<file path="src/rtl/mdec_pkg.sv">
// Shared types for the oversampling Manchester decoder.
// Assumes nothing beyond IEEE 1800-2017 enum support.
package mdec_pkg;
    // Classification of one completed constant-level run.
    typedef enum logic [1:0] {
        RUN_BAD  = 2'd0,
        RUN_HALF = 2'd1,
        RUN_FULL = 2'd2
    } run_kind_t;

    // Frame controller state.
    typedef enum logic {
        ST_IDLE = 1'b0,
        ST_RUN  = 1'b1
    } frame_st_t;
endpackage

</file>
<file path="src/rtl/mdec_run_class.sv">
// Classifies a run length into one half-bit, two half-bits or invalid.
// Assumes 2*TOL < HALF so that the two windows never overlap.
module mdec_run_class #(
    parameter int unsigned HALF = 6,
    parameter int unsigned TOL  = 2,
    parameter int unsigned LW   = 5
) (
    input  logic [LW-1:0]        len_i,
    output mdec_pkg::run_kind_t  kind_o
);
    import mdec_pkg::*;

    localparam logic [LW-1:0] H_LO = LW'(HALF - TOL);
    localparam logic [LW-1:0] H_HI = LW'(HALF + TOL);
    localparam logic [LW-1:0] F_LO = LW'(2*HALF - TOL);
    localparam logic [LW-1:0] F_HI = LW'(2*HALF + TOL);

    // Window compare on the measured length.
    always_comb begin
        if (len_i >= H_LO && len_i <= H_HI)      kind_o = RUN_HALF;
        else if (len_i >= F_LO && len_i <= F_HI) kind_o = RUN_FULL;
        else                                     kind_o = RUN_BAD;
    end
endmodule

</file>
<file path="src/rtl/mdec_frame_ctl.sv">
// Frame controller: detects frame start, measures run lengths, counts
// samples against the limit and decides frame end and timing errors.
// Assumes line_i is already synchronized and the line idles high.
module mdec_frame_ctl #(
    parameter int unsigned HALF = 6,
    parameter int unsigned LW   = 5,
    parameter int unsigned SW   = 8
) (
    input  logic                 clk,
    input  logic                 rst_n,
    input  logic                 tick_i,
    input  logic                 line_i,
    input  logic [SW-1:0]        limit_i,
    input  mdec_pkg::run_kind_t  kind_i,
    input  logic                 pair_err_i,
    output logic                 start_o,
    output logic                 run_end_o,
    output logic                 run_lvl_o,
    output logic [LW-1:0]        run_len_o,
    output logic                 flush_o,
    output logic                 done_o,
    output logic                 err_o
);
    import mdec_pkg::*;

    localparam logic [LW-1:0] RMAX = LW'(3*HALF + 1);

    frame_st_t     state_q;
    logic          last_q;
    logic          level_q;
    logic [LW-1:0] run_len_q;
    logic [SW-1:0] smp_q;
    logic          done_q;
    logic          err_q;
    logic          in_run;
    logic          same;
    logic [LW-1:0] len_inc;
    logic          bad;
    logic          hit_limit;

    // Event decode for the current tick.
    always_comb begin
        in_run    = (state_q == ST_RUN);
        same      = (line_i == level_q);
        len_inc   = (run_len_q == RMAX) ? RMAX : run_len_q + 1'b1;
        start_o   = tick_i && !in_run && last_q && !line_i;
        run_end_o = tick_i && in_run && !same;
        flush_o   = tick_i && in_run && same && level_q && (len_inc == RMAX);
        bad       = run_end_o && ((kind_i == RUN_BAD) || pair_err_i);
        hit_limit = tick_i && in_run && (smp_q == limit_i);
        run_lvl_o = level_q;
        run_len_o = run_len_q;
    end

    // Frame state, run measurement and end-of-frame flags.
    always_ff @(posedge clk) begin
        if (!rst_n) begin
            state_q   <= ST_IDLE;
            last_q    <= 1'b0;
            level_q   <= 1'b0;
            run_len_q <= '0;
            smp_q     <= '0;
            done_q    <= 1'b0;
            err_q     <= 1'b0;
        end else begin
            done_q <= 1'b0;
            if (start_o) begin
                err_q     <= 1'b0;
                level_q   <= 1'b0;
                run_len_q <= LW'(1);
                smp_q     <= SW'(1);
                last_q    <= line_i;
                if (limit_i == '0) done_q  <= 1'b1;
                else               state_q <= ST_RUN;
            end else if (tick_i && !in_run) begin
                last_q <= line_i;
            end else if (tick_i && in_run) begin
                smp_q <= smp_q + 1'b1;
                if (run_end_o) begin
                    level_q   <= line_i;
                    run_len_q <= LW'(1);
                end else begin
                    run_len_q <= len_inc;
                end
                if (bad) begin
                    err_q   <= 1'b1;
                    done_q  <= 1'b1;
                    state_q <= ST_IDLE;
                    last_q  <= line_i;
                end else if (flush_o || hit_limit) begin
                    done_q  <= 1'b1;
                    state_q <= ST_IDLE;
                    last_q  <= line_i;
                end
            end
        end
    end

    assign done_o = done_q;
    assign err_o  = err_q;
endmodule

</file>
<file path="src/rtl/mdec_bit_asm.sv">
// Bit assembler: pairs half-bit levels into bits, applies the bit
// convention and shifts bits in MSB first with a saturating count.
// Assumes runs arrive with alternating levels from the frame controller.
module mdec_bit_asm #(
    parameter int unsigned NBITS = 32,
    parameter int unsigned CW    = 6
) (
    input  logic                 clk,
    input  logic                 rst_n,
    input  logic                 conv_i,
    input  logic                 start_i,
    input  logic                 run_end_i,
    input  mdec_pkg::run_kind_t  kind_i,
    input  logic                 run_lvl_i,
    input  logic                 flush_i,
    output logic                 pair_err_o,
    output logic [NBITS-1:0]     bits_o,
    output logic [CW-1:0]        count_o,
    output logic                 valid_o
);
    import mdec_pkg::*;

    localparam logic [CW-1:0] CMAX = CW'(NBITS);

    logic             phase_q;
    logic             first_q;
    logic [NBITS-1:0] bits_q;
    logic [CW-1:0]    cnt_q;
    logic             valid_q;
    logic             emit;
    logic             ebit;

    // A bit completes on any valid run, or on flush, while a first half is held.
    always_comb begin
        pair_err_o = run_end_i && (kind_i == RUN_FULL) && !phase_q;
        emit       = phase_q && ((run_end_i && (kind_i != RUN_BAD)) || flush_i);
        ebit       = first_q ^ conv_i;
    end

    // Half-bit pairing, shift register and bit count.
    always_ff @(posedge clk) begin
        if (!rst_n) begin
            phase_q <= 1'b0;
            first_q <= 1'b0;
            bits_q  <= '0;
            cnt_q   <= '0;
            valid_q <= 1'b0;
        end else begin
            valid_q <= emit && !start_i;
            if (start_i) begin
                phase_q <= 1'b0;
                first_q <= 1'b0;
                bits_q  <= '0;
                cnt_q   <= '0;
            end else begin
                if (emit) begin
                    bits_q <= {bits_q[NBITS-2:0], ebit};
                    if (cnt_q != CMAX) cnt_q <= cnt_q + 1'b1;
                end
                if (run_end_i && kind_i == RUN_HALF) begin
                    if (!phase_q) begin
                        first_q <= run_lvl_i;
                        phase_q <= 1'b1;
                    end else begin
                        phase_q <= 1'b0;
                    end
                end else if (run_end_i && kind_i == RUN_FULL && phase_q) begin
                    first_q <= run_lvl_i;
                end
            end
        end
    end

    assign bits_o  = bits_q;
    assign count_o = cnt_q;
    assign valid_o = valid_q;
endmodule

</file>
<file path="src/rtl/manch_os_decoder.sv">
// Top of the oversampling Manchester decoder. Wires the frame controller,
// run classifier and bit assembler together.
// Assumes line_i is synchronized to clk and tick_i is a one-cycle strobe.
module manch_os_decoder #(
    parameter int unsigned HALF  = 6,
    parameter int unsigned TOL   = 2,
    parameter int unsigned NBITS = 32,
    parameter int unsigned LIMW  = 8
) (
    input  logic                        clk,
    input  logic                        rst_n,
    input  logic                        line_i,
    input  logic                        tick_i,
    input  logic                        conv_i,
    input  logic [LIMW-1:0]             limit_i,
    output logic [NBITS-1:0]            bits_o,
    output logic                        bit_valid_o,
    output logic [$clog2(NBITS+1)-1:0]  count_o,
    output logic                        done_o,
    output logic                        err_o
);
    import mdec_pkg::*;

    localparam int unsigned LW = $clog2(3*HALF + 2);
    localparam int unsigned CW = $clog2(NBITS + 1);

    run_kind_t     kind;
    logic          start;
    logic          run_end;
    logic          run_lvl;
    logic [LW-1:0] run_len;
    logic          flush;
    logic          pair_err;

    mdec_frame_ctl #(.HALF(HALF), .LW(LW), .SW(LIMW)) ctl_i (
        .clk        (clk),
        .rst_n      (rst_n),
        .tick_i     (tick_i),
        .line_i     (line_i),
        .limit_i    (limit_i),
        .kind_i     (kind),
        .pair_err_i (pair_err),
        .start_o    (start),
        .run_end_o  (run_end),
        .run_lvl_o  (run_lvl),
        .run_len_o  (run_len),
        .flush_o    (flush),
        .done_o     (done_o),
        .err_o      (err_o)
    );

    mdec_run_class #(.HALF(HALF), .TOL(TOL), .LW(LW)) class_i (
        .len_i  (run_len),
        .kind_o (kind)
    );

    mdec_bit_asm #(.NBITS(NBITS), .CW(CW)) asm_i (
        .clk        (clk),
        .rst_n      (rst_n),
        .conv_i     (conv_i),
        .start_i    (start),
        .run_end_i  (run_end),
        .kind_i     (kind),
        .run_lvl_i  (run_lvl),
        .flush_i    (flush),
        .pair_err_o (pair_err),
        .bits_o     (bits_o),
        .count_o    (count_o),
        .valid_o    (bit_valid_o)
    );
endmodule

</file>
<file path="config.mk">
export PLATFORM = sky130hd
export DESIGN_NAME = manch_os_decoder
export DESIGN_NICKNAME = d
export VERILOG_FILES = /design/src/rtl/mdec_pkg.sv /design/src/rtl/mdec_run_class.sv /design/src/rtl/mdec_frame_ctl.sv /design/src/rtl/mdec_bit_asm.sv /design/src/rtl/manch_os_decoder.sv
export SDC_FILE = /design/constraint.sdc
export NUM_CORES = 1
export LEC_CHECK = 0
export BUFFER_PORTS_ARGS = -buffer_cell sky130_fd_sc_hd__buf_2
export CAP_MARGIN = 10
export CORE_UTILIZATION = 40
export CTS_BUF_LIST = sky130_fd_sc_hd__clkbuf_16
export CTS_CLUSTER_SIZE = 25
export DETAILED_ROUTE_END_ITERATION = 12
export GPL_TIMING_DRIVEN = 0
export PLACE_DENSITY = 0.66
export SYNTH_ARGS = -nofsm -noshare
export SYNTH_HDL_FRONTEND = slang
export SYNTH_HIERARCHICAL = 1
export SYNTH_SLANG_ARGS = --single-unit
</file>
<file path="constraint.sdc">
create_clock -name clk -period 4 [get_ports clk]
set_input_delay 0.4 -clock clk [delete_from_list [all_inputs] [get_ports clk]]
set_output_delay 0.4 -clock clk [all_outputs]
set_load 0.005 [all_outputs]
</file>
After elaboration in Yosys (flattened, before gate mapping):

Index checks and enable logic that the tools add are counted.

* flip-flop bits (word level): 59
* logic and storage cells: 109

* reduce and logical (&&, ||, !) cells: 44
* $add $sub $neg: 3
* multiplexer cells: 31
* equal/unequal tests: 10
* bitwise operators: 3
* $lt $le $gt $ge: 4

Operators with widths (number)
* 1-bit two-way mux: 27
* 1-bit logical AND: 19
* 5-bit equality test (second input constant): 2
* 5-bit by 4-bit less-or-equal comparator with 1-bit output (second input constant): 2
* 5-bit two-way mux: 2
* 2-bit AND reduction: 5
* 8-bit by 1-bit adder with 8-bit output (second input constant): 1
* 8-bit equality test: 1
* 8-bit zero test: 1
* 6-bit by 1-bit adder with 6-bit output (second input constant): 1
* 6-bit != test (second input constant): 1
* 3-bit AND reduction: 2
* 2-bit nonzero test: 3
* 3-bit nonzero test: 2
* 5-bit by 1-bit adder with 5-bit output (second input constant): 1
* 5-bit by 3-bit greater-or-equal comparator with 1-bit output (second input constant): 1
* 5-bit by 4-bit greater-or-equal comparator with 1-bit output (second input constant): 1
* 1-bit zero test: 5
* 2-bit two-way mux: 2
* 2-bit != test (second input constant): 2
* 4-bit AND reduction: 1
* 4-bit nonzero test: 1
* 1-bit logical OR: 3
* 2-bit by 1-bit equality test with 1-bit output (second input constant): 1
* 7 further kinds: 8

Logic depth before layout (Yosys ltp):

* depth after elaboration: 13
* gate-level depth with buffers: 10
* depth with buffers taken out: 8

Modules after synthesis:

The synthesis kept the hierarchy.

By module, submodules not included
* mdec_bit_asm: cells each 195, instances 1, area an instance 1596.5 um^2
* mdec_frame_ctl: cells each 122, instances 1, area an instance 1007.2 um^2
* mdec_run_class: cells each 6, instances 1, area an instance 42.5 um^2

Worst setup path before layout:

OpenSTA, ideal clock, no wires.

* path kind: reg2reg
* start: reg ctl_i.run_len_q[2] (netlist: ctl_i/run_len_o[2])
* end: reg ctl_i.last_q
* arrival time: 2001 ps
* buffers on the path: 0
* cell stages (with the launch flop): 8
* path slack: 1877 ps
* path through: dfxtp_1 -> or4b_1 -> a21oi_1 -> nor4bb_1 -> o211a_1 -> a41oi_1 -> a31oi_1 -> mux2i_1

RTL lines
* start: declaration: RTL line mdec_frame_ctl.sv:31 `logic [LW-1:0] run_len_q;`
* start signal: assignment: RTL line mdec_frame_ctl.sv:83 `run_len_q <= len_inc;`
* 5-bit by 3-bit greater-or-equal comparator with 1-bit output or 5-bit by 4-bit less-or-equal comparator with 1-bit output (tied branches): RTL line mdec_run_class.sv:20 `if (len_i >= H_LO && len_i <= H_HI) kind_o = RUN_HALF;`
* 1-bit logical AND *: RTL line mdec_run_class.sv:20
* 2-bit two-way mux *: RTL line mdec_run_class.sv:20
* named net kind[0]: RTL line manch_os_decoder.sv:27 `run_kind_t kind;`
* 2-bit equality test *: RTL line mdec_bit_asm.sv:35 `pair_err_o = run_end_i && (kind_i == RUN_FULL) && !phase_q;`
* 1-bit logical AND * (2 in a row): RTL line mdec_bit_asm.sv:35
* named net pair_err: RTL line manch_os_decoder.sv:33 `logic pair_err;`
* 1-bit logical OR *: RTL line mdec_frame_ctl.sv:49 `bad = run_end_o && ((kind_i == RUN_BAD) || pair_err_i);`
* 1-bit logical AND *: RTL line mdec_frame_ctl.sv:49
* 1-bit two-way mux: RTL line mdec_frame_ctl.sv:85 `if (bad) begin`
* 1-bit two-way mux: RTL line mdec_frame_ctl.sv:77 `end else if (tick_i && in_run) begin`
* 1-bit two-way mux: RTL line mdec_frame_ctl.sv:75 `end else if (tick_i && !in_run) begin`
* 1-bit two-way mux: RTL line mdec_frame_ctl.sv:67 `if (start_o) begin`
* end signal: assignment: RTL line mdec_frame_ctl.sv:72 `last_q <= line_i;`
* end signal: assignment: RTL line mdec_frame_ctl.sv:76 `last_q <= line_i;`
* end signal: assignment: RTL line mdec_frame_ctl.sv:89 `last_q <= line_i;`
* end: declaration: RTL line mdec_frame_ctl.sv:29 `logic last_q;`

Mark *: on every way through the listed nets, which the timed path passes. The rest lies on a longest branch. The select of a mux whose other input is x is not followed.
A chain may end at the register's enable or synchronous reset.

Worst setup path after layout:

* start: reg ctl_i.run_len_q[2] (netlist: ctl_i/run_len_o[2])
* end: reg ctl_i.last_q

* longest elaborated chain between the ends: 13

RTL lines
* 5-bit by 4-bit greater-or-equal comparator with 1-bit output or 5-bit by 4-bit less-or-equal comparator with 1-bit output (tied branches): RTL line mdec_run_class.sv:21 `else if (len_i >= F_LO && len_i <= F_HI) kind_o = RUN_FULL;`
* 1-bit logical AND: RTL line mdec_run_class.sv:21
* 2-bit two-way mux: RTL line mdec_run_class.sv:21
* 2-bit two-way mux *: RTL line mdec_run_class.sv:20
* named net kind[1]: RTL line manch_os_decoder.sv:27
* 2-bit equality test *: RTL line mdec_bit_asm.sv:35
* 1-bit logical AND * (2 in a row): RTL line mdec_bit_asm.sv:35
* named net pair_err: RTL line manch_os_decoder.sv:33
* 1-bit logical OR *: RTL line mdec_frame_ctl.sv:49
* 1-bit logical AND *: RTL line mdec_frame_ctl.sv:49
* 1-bit two-way mux: RTL line mdec_frame_ctl.sv:85
* 1-bit two-way mux: RTL line mdec_frame_ctl.sv:77
* 1-bit two-way mux: RTL line mdec_frame_ctl.sv:75
* 1-bit two-way mux: RTL line mdec_frame_ctl.sv:67

Marked as above.

==> reports/results.ini <==
[run_status]
run_status = complete, no violations

[logic_synthesis]
synth.top_cells.by_area = sky130_fd_sc_hd__dfxtp_1 45%, sky130_fd_sc_hd__nand2_1 11%, sky130_fd_sc_hd__a21oi_1 8.7%
synthDominantCellAreaShare = 0.4463
ys_dominant_reg_cell = sky130_fd_sc_hd__dfxtp_1
yosys.cell_count.top_type = sky130_fd_sc_hd__nand2_1
synth.largest_area_cell = sky130_fd_sc_hd__dfxtp_1
syn-cell-area_mm2 = 0.002646
syn_area_per_cell_um2 = 8.193
post_synth_edffs = 0
post_synth_num_cell_types = 44
mappedNetlistNets = 340
synth.ff_latch_count = 59
synthTopCellsByCount = 76 x sky130_fd_sc_hd__nand2_1, 59 x sky130_fd_sc_hd__dfxtp_1, 46 x sky130_fd_sc_hd__a21oi_1, 23 x sky130_fd_sc_hd__nor2_1, 15 x sky130_fd_sc_hd__xor2_1
synth_async_sr_flop_share = 0
seq_area_frac_synth = 0.4463
yosys_warnings = 6
synth_cells = 323

[cts]
post-cts-setup-buffer-count = 0
cts-hold-fix-buffers = 0
ctsLongestPathBuffers = 2
clk_root_buffer_cell = sky130_fd_sc_hd__clkbuf_16
clock_tree_from_tritoncts = yes
clock_tree.htree_level_count = 3
numClockSinks = 59
cts_inserted_buffers = 9
cts_repair_resize_count = 0
clock_latency_ns = 0.33
clk_transition_reported_paths_ns = 0.05

[floorplan]
num_rows = 29
start_util = 0.4167
dieWidth_um = 83.34
top_level_pins = 54
core_mm2 = 0.006350
die_height_um = 83.34
fp.dieArea_mm2 = 0.006945

[placement]
dp.final_hpwl_mm = 4.022
dp.cells = 452
place.port_buffers = 52
gp_congestion = 0.7628
pre_cts_ws_ns = 1.581
placed_cell_areas_mm2 = 0.003003

[final_layout]
diodes = 0
area.growth.synth_to_final_pct = 24.54
filler_cell_count = 608
fin_util = 0.5190
final_net_count = 403
layout.cells.non_filler = 468
post_route_cells_drive_above_1_share = 0.2148
design_area_mm2 = 0.003296

[detailed_routing]
route.detailed.drc = 0
avgViaCountPerCell = 5.075
detailedRoute.firstPassIterationCount = 4
finalWirelength_mm = 5.726
route.antenna.remaining_nets = 0
route.vias.total = 2375
drt_iter0_drc = 60
routed_wl_per_cell_um = 12.24

[timing]
max-slew-margin-rel = 0.4116
final_hold_violation_count = 0
min_period_ns = 2.487
final-max-slew-violation-count = 0
setup_violating_endpoint_count_in_the_final_report = 0
rsz0062_at_grt = false
share_of_the_cycle_needed_by_the_critical_path_after_routing = 0.6219
final_critical_path_setup_slack_ns = 1.513
setup_tns_ns = 0
timing.fmax_mhz = 402.0
hold_slack_ns = 0.3828
clock-skew-final_ns = 0.002738
max_slew.worst_pin.slew_ns = 0.8707

[pwr]
power_mw = 1.382
p_per_area_mw_per_mm2 = 419.4
vdd_ir_drop_max_v = 0.0002268
leakagePower_nw = 1.351

[global_routing]
via_count_of_the_first_global_routing_pass = 2145
grt_first_pass_wirelength_mm = 9.825
grt_antenna_before_repair = 0
pin_count_of_the_biggest_net_entering_global_routing = 12
globalRoute.totalOverflow = 0
grt_util_all_layers = 0.1776

[setup_path]
critical_path_class = flip-flop to flip-flop
cp_data_required_time_ns = 4.26
critPathMaxFanout = 11
start_kind = flip-flop
cp_data_arrival_time_ns = 2.74
setup.worst_path.end_class = flip-flop

[hold_path]
hold_class = primary input to flip-flop

[job]
max-cap-violations = 0

==> logic make-up after synthesis <==
logic type | count (synthesis) | synth area share
buffers and inverters | 25 | 0.05012
muxes | 1 | 0.003783
DFF | 59 | 0.4463
xor gates and xnor gates | 20 | 0.06619
and+or+nand+nor | 142 | 0.2544
adders and majority gates | 4 | 0.01891
AOI/OAI and AO/OA | 72 | 0.1603
==> final cells by class <==
class	count	area, µm²	share of cell area
Buffer	17	102.6	0.03113
Clock buffer	9	225.2	0.06834
Clock inverter	7	67.56	0.02050
Inverter	8	30.03	0.009112
Multi-Input combinational cell	239	1333	0.4043
Sequential cell	59	1181	0.3584
Tap cell	77	96.34	0.02923
Timing Repair Buffer	52	260.3	0.07897
==> worst max-delay path: stages, from the launching register on <==
cell and delay (ns):
sky130_fd_sc_hd__dfxtp_1 0.48, sky130_fd_sc_hd__nor2_1 0.09, sky130_fd_sc_hd__nor4bb_1 0.76, sky130_fd_sc_hd__nor4bb_1 0.30, sky130_fd_sc_hd__o211a_1 0.26, sky130_fd_sc_hd__a41oi_1 0.09
sky130_fd_sc_hd__a31oi_1 0.25, sky130_fd_sc_hd__mux2i_1 0.19
==> state kept, by name, summed over array words and instances (netlist names) <==
| name | cells |
|---|---|
| ctl_i/in_run | 1 |
| asm_i/phase_q | 1 |
| ctl_i/run_len_o | 5 |
| asm_i/count_o | 6 |
| ctl_i/smp_q | 8 |
| asm_i/first_q | 1 |
| ctl_i/err_o | 1 |
| asm_i/valid_o | 1 |
| ctl_i/done_o | 1 |
| ctl_i/run_lvl_o | 1 |
| asm_i/bits_o | 32 |
| ctl_i/last_q | 1 |
==> power breakdown <==
part           switching, mW  internal, mW
Sequential           0.00289         0.591
Clock                  0.270         0.479
Combinational         0.0261        0.0148
Total                  0.298          1.08
==> cell usage in the layout (no fill, tap or decap), drive strengths merged, types with 5 or more instances in the layout <==
cell type	n
xor2	15
nand2	76
o21ai	10
clkbuf	15
nand3	8
inv	9
xnor2	5
a21oi	46
buf	63
dfxtp	59
nor2	23
==> layer usage <==
metal,GRT usage,share of wire
met5,0,0
met2,0.2906,0.47
met3,0.06561,0.044
met1,0.2122,0.48
met4,0.06583,0.014
==> final timing paths <==
path | startpoint | endpoint | slack (ns) | depth (start not counted)
worst min-delay path | rst_n | ctl_i/run_len_o[0]$_SDFFE_PN0P_ | 0.38 | 2
worst max register to register | ctl_i/run_len_o[2]$_SDFFE_PP0P_ | ctl_i/last_q$_SDFFE_PN0P_ | 1.51 | 7
worst max-delay path | ctl_i/run_len_o[2]$_SDFFE_PP0P_ | ctl_i/last_q$_SDFFE_PN0P_ | 1.51 | 7
worst min register to register | asm_i/bits_o[11]$_SDFFE_PP0P_ | asm_i/bits_o[12]$_SDFFE_PP0P_ | 0.46 | 2
(Power assumes the default switching activity.)
